## config.mk

```make
export PLATFORM = sky130hd
export DESIGN_NAME = nrzi_clock_recovery
export DESIGN_NICKNAME = d
export VERILOG_FILES = /design/src/rtl/nrzi_rec_pkg.sv /design/src/rtl/nrzi_tick_timer.sv /design/src/rtl/nrzi_phase_ctrl.sv /design/src/rtl/nrzi_word_packer.sv /design/src/rtl/nrzi_clock_recovery.sv
export SDC_FILE = /design/constraint.sdc
export NUM_CORES = 1
export LEC_CHECK = 0
export ABC_AREA = 1
export BUFFER_PORTS_ARGS = -buffer_cell sky130_fd_sc_hd__buf_2
export CAP_MARGIN = 25
export CORE_ASPECT_RATIO = 0.6
export CORE_UTILIZATION = 45
export DETAILED_ROUTE_END_ITERATION = 10
export REMOVE_ABC_BUFFERS = 1
export SYNTH_ARGS = -nofsm -noshare
export SYNTH_HDL_FRONTEND = slang
export SYNTH_SLANG_ARGS = --single-unit
```

## constraint.sdc

```tcl
create_clock -name clk -period 3.1 [get_ports clk]
set_input_delay 0.31 -clock clk [delete_from_list [all_inputs] [get_ports clk]]
set_output_delay 0.31 -clock clk [all_outputs]
set_load 0.1 [all_outputs]
```

## src/rtl/nrzi_rec_pkg.sv

```systemverilog
package nrzi_rec_pkg;
  typedef enum logic [1:0] {
    CORR_NONE  = 2'd0,
    CORR_LATE  = 2'd1,
    CORR_EARLY = 2'd2
  } corr_kind_e;
endpackage

```

## src/rtl/nrzi_tick_timer.sv

```systemverilog
module nrzi_tick_timer #(
  parameter int PER_W      = 3,
  parameter int NOM_PERIOD = 4
) (
  input  logic             clk,
  input  logic             rst,
  input  logic             unit_tick,
  input  logic [PER_W-1:0] next_period,
  output logic             sample_stb
);
  localparam logic [PER_W-1:0] NOM  = PER_W'(NOM_PERIOD);
  localparam logic [PER_W-1:0] LAST = PER_W'(1);

  logic [PER_W-1:0] left_q;

  assign sample_stb = unit_tick && (left_q == LAST);

  always_ff @(posedge clk) begin
    if (rst) begin
      left_q <= NOM;
    end else if (unit_tick) begin
      if (left_q == LAST) left_q <= next_period;
      else                left_q <= left_q - LAST;
    end
  end
endmodule

```

## src/rtl/nrzi_phase_ctrl.sv

```systemverilog
module nrzi_phase_ctrl
  import nrzi_rec_pkg::*;
#(
  parameter int SPB          = 3,
  parameter int HIST_W       = 3,
  parameter int PER_W        = 3,
  parameter int NOM_PERIOD   = 4,
  parameter int LATE_PERIOD  = 5,
  parameter int EARLY_PERIOD = 3,
  localparam int PH_W        = $clog2(SPB)
) (
  input  logic             clk,
  input  logic             rst,
  input  logic             sample_stb,
  input  logic             rx_level,
  output logic [PER_W-1:0] next_period,
  output corr_kind_e       corr_kind,
  output logic             decide_stb,
  output logic [PH_W-1:0]  phase
);
  localparam logic [PH_W-1:0] PH_LAST = PH_W'(SPB - 1);

  logic              prev_q;
  logic [HIST_W-1:0] hist_q;
  logic [HIST_W-1:0] hist_nxt;
  logic              is_dec;

  assign hist_nxt   = {hist_q[HIST_W-2:0], rx_level ^ prev_q};
  assign is_dec     = (phase == '0);
  assign decide_stb = sample_stb && is_dec;

  always_comb begin
    corr_kind = CORR_NONE;
    if (is_dec) begin
      case (hist_nxt[2:0])
        3'b001:  corr_kind = CORR_LATE;
        3'b100:  corr_kind = CORR_EARLY;
        default: corr_kind = CORR_NONE;
      endcase
    end
    case (corr_kind)
      CORR_LATE:  next_period = PER_W'(LATE_PERIOD);
      CORR_EARLY: next_period = PER_W'(EARLY_PERIOD);
      default:    next_period = PER_W'(NOM_PERIOD);
    endcase
  end

  always_ff @(posedge clk) begin
    if (rst) begin
      prev_q <= 1'b0;
      hist_q <= '0;
      phase  <= '0;
    end else if (sample_stb) begin
      prev_q <= rx_level;
      hist_q <= hist_nxt;
      phase  <= (phase == PH_LAST) ? '0 : phase + PH_W'(1);
    end
  end
endmodule

```

## src/rtl/nrzi_word_packer.sv

```systemverilog
module nrzi_word_packer #(
  parameter int WORD_W = 16
) (
  input  logic              clk,
  input  logic              rst,
  input  logic              decide_stb,
  input  logic              rx_level,
  output logic              word_valid,
  output logic [WORD_W-1:0] word_data
);
  localparam logic [WORD_W:0] MARK = {1'b1, {WORD_W{1'b0}}};

  logic              last_dec_q;
  logic [WORD_W:0]   sr_q;
  logic [WORD_W:0]   sr_nxt;
  logic              bit_dec;

  assign bit_dec = ~(rx_level ^ last_dec_q);
  assign sr_nxt  = {bit_dec, sr_q[WORD_W:1]};

  always_ff @(posedge clk) begin
    if (rst) begin
      last_dec_q <= 1'b0;
      sr_q       <= MARK;
      word_valid <= 1'b0;
      word_data  <= '0;
    end else begin
      word_valid <= 1'b0;
      if (decide_stb) begin
        last_dec_q <= rx_level;
        if (sr_nxt[0]) begin
          word_valid <= 1'b1;
          word_data  <= sr_nxt[WORD_W:1];
          sr_q       <= MARK;
        end else begin
          sr_q <= sr_nxt;
        end
      end
    end
  end
endmodule

```

## src/rtl/nrzi_clock_recovery.sv

```systemverilog
module nrzi_clock_recovery
  import nrzi_rec_pkg::*;
#(
  parameter int WORD_W       = 16,
  parameter int CORR_W       = 16,
  parameter int SPB          = 3,
  parameter int HIST_W       = 3,
  parameter int NOM_PERIOD   = 4,
  parameter int LATE_PERIOD  = 5,
  parameter int EARLY_PERIOD = 3,
  localparam int PER_W       = $clog2(LATE_PERIOD + 1),
  localparam int PH_W        = $clog2(SPB)
) (
  input  logic                     clk,
  input  logic                     rst,
  input  logic                     rx_level,
  input  logic                     unit_tick,
  output logic                     word_valid,
  output logic [WORD_W-1:0]        word_data,
  output logic signed [CORR_W-1:0] corr_count
);
  logic             sample_stb;
  logic             decide_stb;
  logic [PER_W-1:0] next_period;
  logic [PH_W-1:0]  sample_phase;
  corr_kind_e       corr_kind;

  nrzi_tick_timer #(
    .PER_W(PER_W), .NOM_PERIOD(NOM_PERIOD)
  ) u_timer (
    .clk(clk), .rst(rst), .unit_tick(unit_tick),
    .next_period(next_period), .sample_stb(sample_stb)
  );

  nrzi_phase_ctrl #(
    .SPB(SPB), .HIST_W(HIST_W), .PER_W(PER_W), .NOM_PERIOD(NOM_PERIOD),
    .LATE_PERIOD(LATE_PERIOD), .EARLY_PERIOD(EARLY_PERIOD)
  ) u_phase (
    .clk(clk), .rst(rst), .sample_stb(sample_stb), .rx_level(rx_level),
    .next_period(next_period), .corr_kind(corr_kind),
    .decide_stb(decide_stb), .phase(sample_phase)
  );

  nrzi_word_packer #(
    .WORD_W(WORD_W)
  ) u_pack (
    .clk(clk), .rst(rst), .decide_stb(decide_stb), .rx_level(rx_level),
    .word_valid(word_valid), .word_data(word_data)
  );

  always_ff @(posedge clk) begin
    if (rst) begin
      corr_count <= '0;
    end else if (decide_stb) begin
      if (corr_kind == CORR_LATE)       corr_count <= corr_count + CORR_W'(1);
      else if (corr_kind == CORR_EARLY) corr_count <= corr_count - CORR_W'(1);
    end
  end
endmodule

```

; ---- Word level (Yosys, flattened, before mapping)
; Cells that the tools add are included.
[classes]
reduce_logical = 7
add_sub_neg = 4
mux = 9
n_bitwise = 4
n_eq_ne = 6
[ops]
columns = op, n
row1 = 16-bit 2-to-1 mux, 2
row2 = 17-bit 2-to-1 mux, 1
row3 = 16-bit by 2-bit adder with 16-bit output (second input constant), 1
row4 = 16-bit by 2-bit subtractor with 16-bit output (second input constant), 1
row5 = 3-bit by 1-bit == test with 1-bit output (second input constant), 2
row6 = 3-bit one-hot mux with 2 select lines, 1
row7 = 2-bit == test (second input constant), 2
row8 = 2-bit 2-to-1 mux, 2
row9 = 2-bit one-hot mux with 2 select lines, 1
row10 = 2-bit AND reduction, 2
row11 = 3-bit == test (second input constant), 1
row12 = 3-bit 2-to-1 mux, 1
row13 = 3-bit by 1-bit subtractor with 3-bit output (second input constant), 1
row14 = 2-bit by 1-bit adder with 2-bit output (second input constant), 1
row15 = 2-bit by 1-bit == test with 1-bit output (second input constant), 1
row16 = 1-bit logical AND, 2
row17 = 2-bit logical NOT, 1
row18 = 1-bit NOT, 2
row19 = 2-bit nonzero test, 1
row20 = 2-bit OR reduction, 1
row21 = 1-bit bitwise XOR, 2
row22 = 1-bit 2-to-1 mux, 1
[totals]
input_bits = 4
register_bits = 59

; ---- Logic depth before layout (Yosys ltp)
; Gate-level depths: netlist of the first run.
[depth]
depth_word = 7
ltp_mapped = 17
ltp_nobuf = 17

; ---- Modules after synthesis
; From an unflattened synthesis of the first run, not the netlist that was laid out.
[unflattened]
hier_cells = 496
area_unflattened_um2 = 3291.9
[by_module_without_submodules]
columns = module, area_each_um2, cells_each, instances, seq_area_each_um2
row1 = nrzi_clock_recovery, 1546.5, 269, 1, 320.3
row2 = nrzi_word_packer, 1258.7, 154, 1, 680.7
row3 = nrzi_phase_ctrl, 262.8, 39, 1, 100.1
row4 = nrzi_tick_timer, 224.0, 34, 1, 60.1

; ---- Worst setup path after synthesis of the first run
; OpenSTA, ideal clock, no wires.
[synth_timing]
path_kind = flip-flop to flip-flop
start = register u_phase.phase[0]
end = register corr_count[3]
path_stages_with_launch = 12
path_buffers = 0
path_slack_ns = 0.339
synth_period_minus_slack_ns = 2.761
setup_time_ns = 0.074
arrival_ns = 2.687
path_cell_list = dfxtp_1 > nor2_1 > inv_1 > nor4_1 > inv_1 > ha_1 > inv_1 > ha_1 > or2_2 > and2_1 > or2_2 > a31oi_1
[synth_between]
elab_chain_cells = 5
[synth_lines]
columns = element, line
row1 = from (decl), nrzi_phase_ctrl.sv:19  ; output logic [PH_W-1:0] phase
row2 = from (signal assigned), nrzi_phase_ctrl.sv:56  ; phase <= (phase == PH_LAST) ? '0 : phase + PH_W'(1);
row3 = 2-bit logical NOT (*), nrzi_phase_ctrl.sv:29  ; assign is_dec = (phase == '0);
row4 = 2-bit 2-to-1 mux, nrzi_phase_ctrl.sv:34  ; if (is_dec) begin
row5 = 2-bit by 1-bit == test with 1-bit output or 2-bit == test (tied branches), "nrzi_clock_recovery.sv:55, nrzi_clock_recovery.sv:56"
row6 = 2-bit nonzero test (no line), --
row7 = 2-bit AND reduction (no line), --
row8 = to (signal assigned), nrzi_clock_recovery.sv:55  ; if (corr_kind == CORR_LATE) corr_count <= corr_count + CORR_W'(1);
row9 = to (signal assigned), nrzi_clock_recovery.sv:56  ; else if (corr_kind == CORR_EARLY) corr_count <= corr_count - CORR_W'(1);
row10 = to (decl), nrzi_clock_recovery.sv:20  ; output logic signed [CORR_W-1:0] corr_count
; Every way passes the cells marked *; elsewhere a longest branch is shown, timed or not.
; A chain may end at the register's enable or synchronous reset.

; ---- Worst setup path after layout of the first run
[layout_timing]
start = register u_phase.phase[0]
end = register corr_count[14]
; The elaborated chain is that of the path after synthesis.

==> metrics.md, run 1 <==
| Metric | Value |
|---|---|
| ANT nets after route | `0` |
| Sequential area share after synthesis | `37.2%` |
| Worst IR drop on VDD | `0.000343 V` |
| Clock buffer depth | `2` |
| Layout area overhead | `19.6%` |
| Crit Path Max Fanout | `9` |
| Finished Cell Area | `3740 sq um` |
| Initial antenna violation count | `0` |
| Mux contribution to synthesized area | `0%` |
| Mean Syn Cell Area | `6.96 sq um` |
| # Post-CTS Setup Buffers | `0` |
| Fin Hold WS | `0.278 ns` |
| Worst Skew | `0.0107 ns` |
| RePlAce Congestion | `0.881` |
| Syn Inst Count | `449` |
| Total global routing track utilization | `21.3%` |
| DRC | `0` |
| Htree depth | `3` |
| Minimum clock period | `2.79 ns` |
| Simple-gate portion of the synthesized area | `26.7%` |
| WP data required | `3.33 ns` |
| Io pins | `37` |
| Tcrit/Tclk final | `89.9%` |
| Post-DP HPWL | `4890 um` |
| # diodes | `0` |
| Ys flop type | `dfxtp_1` |
| Post-synth EDFFs | `0` |
| P per Cell Area | `576 nW/um^2` |
| Slew Viols, Final | `0` |
| 1st-pass router iterations | `4` |
| Worst-path clk slew | `0.06 ns` |
| Largest family of logic cells by synthesized area | `simple AND/OR/NAND/NOR gates` |
| Avg WL per Cell | `12.0 um` |
| Status | `completed` |
| CTS Root Cell | `clkbuf_16` |
| Post-synthesis xor/xnor area fraction | `1.12%` |
| Die Y-Extent | `66.5 um` |
| LEAKAGE | `1.92 nW` |
| Vias | `2756` |
| Most frequent cells in the layout | `nand2_1 (112), inv_1 (84), dfxtp_1 (58)` |
| Clock Latency Late Sink | `0.33 ns` |
| Min-delay worst type | `in2reg` |
| Arrival time worst endpoint | `3.01 ns` |
| Max cap viols | `0` |
| Iter 0 DRT Violations | `165` |
| Final Hold Viols | `0` |
| Mapped Area | `3120 sq um` |
| Dpl cell area | `3370 sq um` |
| Worst setup EP type | `flop` |
| Yosys top cell area share | `37.2%` |
| Util after Layout | `56.0%` |
| Cell variety after synth | `30` |
| CTS tree | `yes` |
| Post-synthesis compound-gate area fraction | `13.7%` |
| Die area | `7290 sq um` |
| Fmax | `359 MHz` |
| Crit path launch type | `flop` |
| First-pass GRT wire length | `11400 um` |
| CORE AREA | `6680 sq um` |
| PortBufs | `36` |
| CTS buffer count | `9` |
| Vias in the first global route | `2420` |
| Setup-failing EPs final | `0` |
| Vias/cell | `4.75` |
| WS Path Type | `reg2reg` |
| Post-synth ARST share | `0%` |
| Largest net degree at the start of global routing | `35` |
| Pwr Total | `2.15 mW` |
| Share of layout cells above drive strength 1 | `13.8%` |
| Synth top area cells | `dfxtp_1 (37%), nand2_1 (13%), inv_1 (10%)` |
| Seq cells post-synth | `58` |
| Slew @ Worst Pin | `0.504 ns` |
| Relative slew slack | `66.3%` |
| Most common cell after layout, fill and taps aside | `nand2_1` |
| Yosys Warn Count | `0` |
| Routed WL | `6960 um` |
| Synth Area in Adders | `8.65%` |
| Yosys top cell by area | `dfxtp_1` |
| Initial Util | `46.8%` |
| Nets | `513` |
| CTS Sinks | `58` |
| Row count | `23` |
| Grt total ovfl | `0` |
| Die W | `110 um` |
[layout make-up]
class | instances | area (sq um)
clock inverter | 4 | 97.6
inverter | 87 | 327
multi-input combinational | 293 | 1580
clock buffer | 12 | 256
sequential | 58 | 1160
fill | 658 | 2940
timing repair buffer | 39 | 203
tap | 87 | 109
[synthesized netlist by cell type, types with 2 or more instances]
master,number
o211ai_1,5
nor4_1,2
nand4_1,2
a21oi_1,20
dfxtp_1,58
xnor2_1,2
nor2_1,42
clkbuf_1,2
ha_1,20
a31oi_1,4
and2_1,2
or2_2,2
nor3_1,3
nand2_1,112
o21ai_0,13
buf_6,2
nand2_2,2
nor2_8,2
o21ai_1,16
xor2_1,2
inv_2,3
a211oi_1,15
inv_1,84
nand3_1,23
buf_2,6
[through the flow]
step                      setup slack (ns)  std cells  TNS (ns)
after floorplan                      0.339        438         0
after global placement               0.255        564         0
after detailed placement             0.164        564         0
after CTS                            0.203        580         0
after global routing              -0.00936        580  -0.00936
final                                0.313        580         0
[layer usage]
layer	GRT usage (%)	up-vias	routed length, um
li1	-	1495	-
met1	30.5	1208	3870
met2	28.7	49	2620
met3	8.12	4	396
met4	6.50	0	70
met5	0	-	0
[cells by family (layout without fill, tap and decap cells)]
logic type      after synthesis  after routing
compound gates               74             74
xor+xnor                      4              4
fa+ha+maj                    21             21
buf+inv                      98            142
flops                        58             58
simple gates                194            194
[critical path: stages, from the launching register on]
cell and delay, ns:
dfxtp_1 0.32, nor2_1 0.10, inv_1 0.14, nor4_2 0.28, inv_1 0.09, ha_2 0.21, inv_1 0.20, buf_4 0.23
ha_1 0.28, a21oi_1 0.23, nand2_1 0.11, a21oi_1 0.20, nand2_1 0.08, nand2_1 0.06, nand3_1 0.06, nand2_1 0.07
inv_1 0.03
[power breakdown]
| group | switching (mW) | internal [mW] | total, mW | leakage, nW |
|---|---|---|---|---|
| clock | 0.350 | 0.829 | 1.18 | 0.169 |
| sequential | 0.00852 | 0.759 | 0.767 | 0.468 |
| combinational | 0.143 | 0.0640 | 0.207 | 1.28 |
| total | 0.502 | 1.65 | 2.15 | 1.92 |
[timing repair]
action                                  4_1_cts  5_1_grt
gates resized for setup                       0        3
endpoints found under the setup margin        0        8
hold buffers                                  0        0
[registers in the layout, summed over array words and instances, names as in the netlist]
name               cells
corr_count            16
u_pack.sr_q           16
u_pack.word_data      16
u_timer.left_q         3
u_phase.hist_q         2
u_phase.phase          2
u_pack.last_dec_q      1
u_pack.word_valid      1
u_phase.prev_q         1
[worst paths after layout]
path                                          start                   to  slack, ns  cells past startpoint
worst max-delay path               u_phase.phase[0]       corr_count[14]       0.31                     16
worst min register to register  u_pack.word_data[4]  u_pack.word_data[4]       0.45                      2
worst max register to register     u_phase.phase[0]       corr_count[14]       0.31                     16
worst min-delay path                      unit_tick    u_timer.left_q[0]       0.28                      2
Power figures use the tool's default switching activity.
==> inputs of run 2 (changes only) <==
--- a/config.mk
+++ b/config.mk
@@ -9,8 +9,9 @@
 export BUFFER_PORTS_ARGS = -buffer_cell sky130_fd_sc_hd__buf_2
 export CAP_MARGIN = 25
 export CORE_ASPECT_RATIO = 0.6
-export CORE_UTILIZATION = 45
+export CORE_UTILIZATION = 58
 export DETAILED_ROUTE_END_ITERATION = 10
+export PLACE_DENSITY_LB_ADDON = 0.25
 export REMOVE_ABC_BUFFERS = 1
 export SYNTH_ARGS = -nofsm -noshare
 export SYNTH_HDL_FRONTEND = slang
==> run 2 against run 1 <==
Net effect:
- sequential share of layout area grew 1.1 points
- utilization grew 14 points
- first-iteration DRC count shrank 6.7%
- final area shrank 3.5%
- flip-flop and latch count is the same
- worst setup slack gained 0.022 ns
- clock-buffer cell count shrank 1
- hold slack gained 0.0042 ns
- critical path depth grew 1
- largest power group unchanged
- highest routed layer unchanged
==> metrics.md, run 2 (same netlist as run 1, synthesis figures left out) <==
| Metric | Value |
|---|---|
| R2R setup slack | `0.34 ns (+0.02 ns)` |
| Slew @ Worst Pin | `0.592 ns (+0.0881 ns)` |
| P per Cell Area | `513 nW/um^2 (-11%)` |
| Initial antenna violation count | `0 (unchanged)` |
| Arrival time worst endpoint | `2.99 ns (-0.02 ns)` |
| Regs by FF count | `corr_count x16, u_pack.sr_q x16, u_pack.word_data x16` |
| RSZ-0062 raised after global routing | `no` |
| Layout area overhead | `15.4%` |
| Dpl cell area | `3340 sq um (-0.78%)` |
| Area of the multi-input gates | `1580 sq um (-0.16%)` |
| Die area | `5690 sq um (-22%)` |
| Fin Hold WS | `0.282 ns (+0.00417 ns)` |
| First-pass GRT wire length | `11200 um (-1.9%)` |
| Iter 0 DRT Violations | `154 (-6.7%)` |
| CP most frequent cell | `nand2_1` |
| Vias/cell | `5.07 (+6.7%)` |
| Initial Util | `60.9% (+14 points)` |
| DRC | `0 (unchanged)` |
| Clock Latency Late Sink | `0.33 ns (about the same)` |
| Avg WL per Cell | `12.1 um (+1.0%)` |
| Status | `completed` |
| CTS tree | `yes` |
| RePlAce Congestion | `0.900 (+2.2%)` |
| Tcrit/Tclk final | `89.2% (-0.72 points)` |
| PortBufs | `36 (unchanged)` |
| CTS-repair resized insts | `0 (unchanged)` |
| Worst Skew | `0.0107 ns (+0.0000271 ns)` |
| Fillcell total | `428 (-35%)` |
| CTS Root Cell | `clkbuf_8` |
| Relative slew slack | `60.5% (-5.9 points)` |
| CTS buffer count | `9 (unchanged)` |
| Min-delay worst type | `in2reg` |
| Largest delay contributor family on the critical path | `simple AND/OR/NAND/NOR gates` |
| Worst IR drop on VDD | `0.000287 V (-16%)` |
| Seq. cell area | `1160 sq um (unchanged)` |
| CORE AREA | `5130 sq um (-23%)` |
| # Post-CTS Setup Buffers | `0 (unchanged)` |
| Place WS | `0.198 ns (+0.0340 ns)` |
| CTS Sinks | `58 (unchanged)` |
| Worst setup EP type | `flop` |
| Slowest stage delay, CP | `0.37 ns (+0.05 ns)` |
| Crit path buf inv count | `5 (unchanged)` |
| Htree depth | `3 (unchanged)` |
| Minimum clock period | `2.76 ns (-0.0224 ns)` |
| Routed WL | `6770 um (-2.7%)` |
| Setup ws final | `0.335 ns (+0.0224 ns)` |
| Most common cell after layout, fill and taps aside | `nand2_1` |
| Crit path launch type | `flop` |
| Total global routing track utilization | `24.7% (+3.4 points)` |
| Final Hold Viols | `0 (unchanged)` |
| WP data required | `3.33 ns (about the same)` |
| Slew Viols, Final | `0 (unchanged)` |
| Post-CTS Hold Buffers | `0 (unchanged)` |
| Fmax | `362 MHz (+0.81%)` |
| Most frequent cells in the layout | `nand2_1 (112), inv_1 (83), dfxtp_1 (58)` |
| LEAKAGE | `1.88 nW (-2.1%)` |
| Io pins | `37 (unchanged)` |
| Pwr Total | `1.85 mW (-14%)` |
| Finished Cell Area | `3600 sq um (-3.5%)` |
| Post-DP HPWL | `4840 um (-0.90%)` |
| Setup-failing EPs final | `0 (unchanged)` |
| ANT nets after route | `0 (unchanged)` |
| Die Y-Extent | `58.8 um (-12%)` |
| Grt total ovfl | `0 (unchanged)` |
| Nets | `513 (unchanged)` |
| Worst-path clk slew | `0.07 ns (about the same)` |
| Vias in the first global route | `2413 (-0.29%)` |
| Vias | `2834 (+2.8%)` |
| Max cap viols | `0 (unchanged)` |
| CP cell instances | `xor2_1, inv_1, nor4_2, ha_1, inv_2, buf_4, ha_1, nand2_1, inv_1, nand2_1, nand2_1, a21oi_1, nand2_1, nand2_1, nand3_1, nand2_1, inv_1` |
| 1st-pass router iterations | `6 (+2)` |
| Share of layout cells above drive strength 1 | `14.0% (+0.20 points)` |
| Crit Path Max Fanout | `9 (unchanged)` |
| Row count | `20 (-13%)` |
| # diodes | `0 (unchanged)` |
| Critical path's slowest cell | `ha_1` |
| Largest net degree at the start of global routing | `35 (unchanged)` |
| Die W | `96.7 um (-12%)` |
| WS Path Type | `reg2reg` |
| Setup total negative slack | `0 ns (unchanged)` |
| Clock buffer depth | `2 (unchanged)` |
==> run 2: path summary, 6_finish.rpt <==
path	from	endpoint	cells after the start
min	unit_tick	u_timer.left_q[0]	2
max	u_phase.prev_q	corr_count[13]	17
min reg2reg	u_pack.word_data[6]	u_pack.word_data[6]	2
max reg2reg	u_phase.prev_q	corr_count[13]	17
==> run 2: stage by stage <==
stage	cells	utilization (%)
finish	559	70.3
global route	559	70.3
CTS	559	70.0
detailed placement	543	65.1
global placement	543	65.1
floorplan	438	-
==> run 2: area by class of cell <==
| cell class | instances | share of cell area, % |
|---|---|---|
| Sequential cell | 58 | 32.2 |
| Multi-Input combinational cell | 293 | 43.8 |
| Tap cell | 66 | 2.29 |
| Clock inverter | 5 | 2.78 |
| Clock buffer | 11 | 4.20 |
| Timing Repair Buffer | 39 | 5.62 |
| Inverter | 87 | 9.06 |
==> run 2: layer usage <==
layer / GRT usage, % / routed length [um]
met5: 0 / 0
met4: 6.18 / 19
met3: 5.11 / 431
met2: 37.3 / 2800
met1: 36.1 / 3530
==> run 2: where the power goes <==
| part | switching (mW) | internal, mW | leakage (nW) |
|---|---|---|---|
| Sequential | 0.00846 | 0.757 | 0.468 |
| Combinational | 0.145 | 0.0642 | 1.28 |
| Clock | 0.298 | 0.575 | 0.129 |
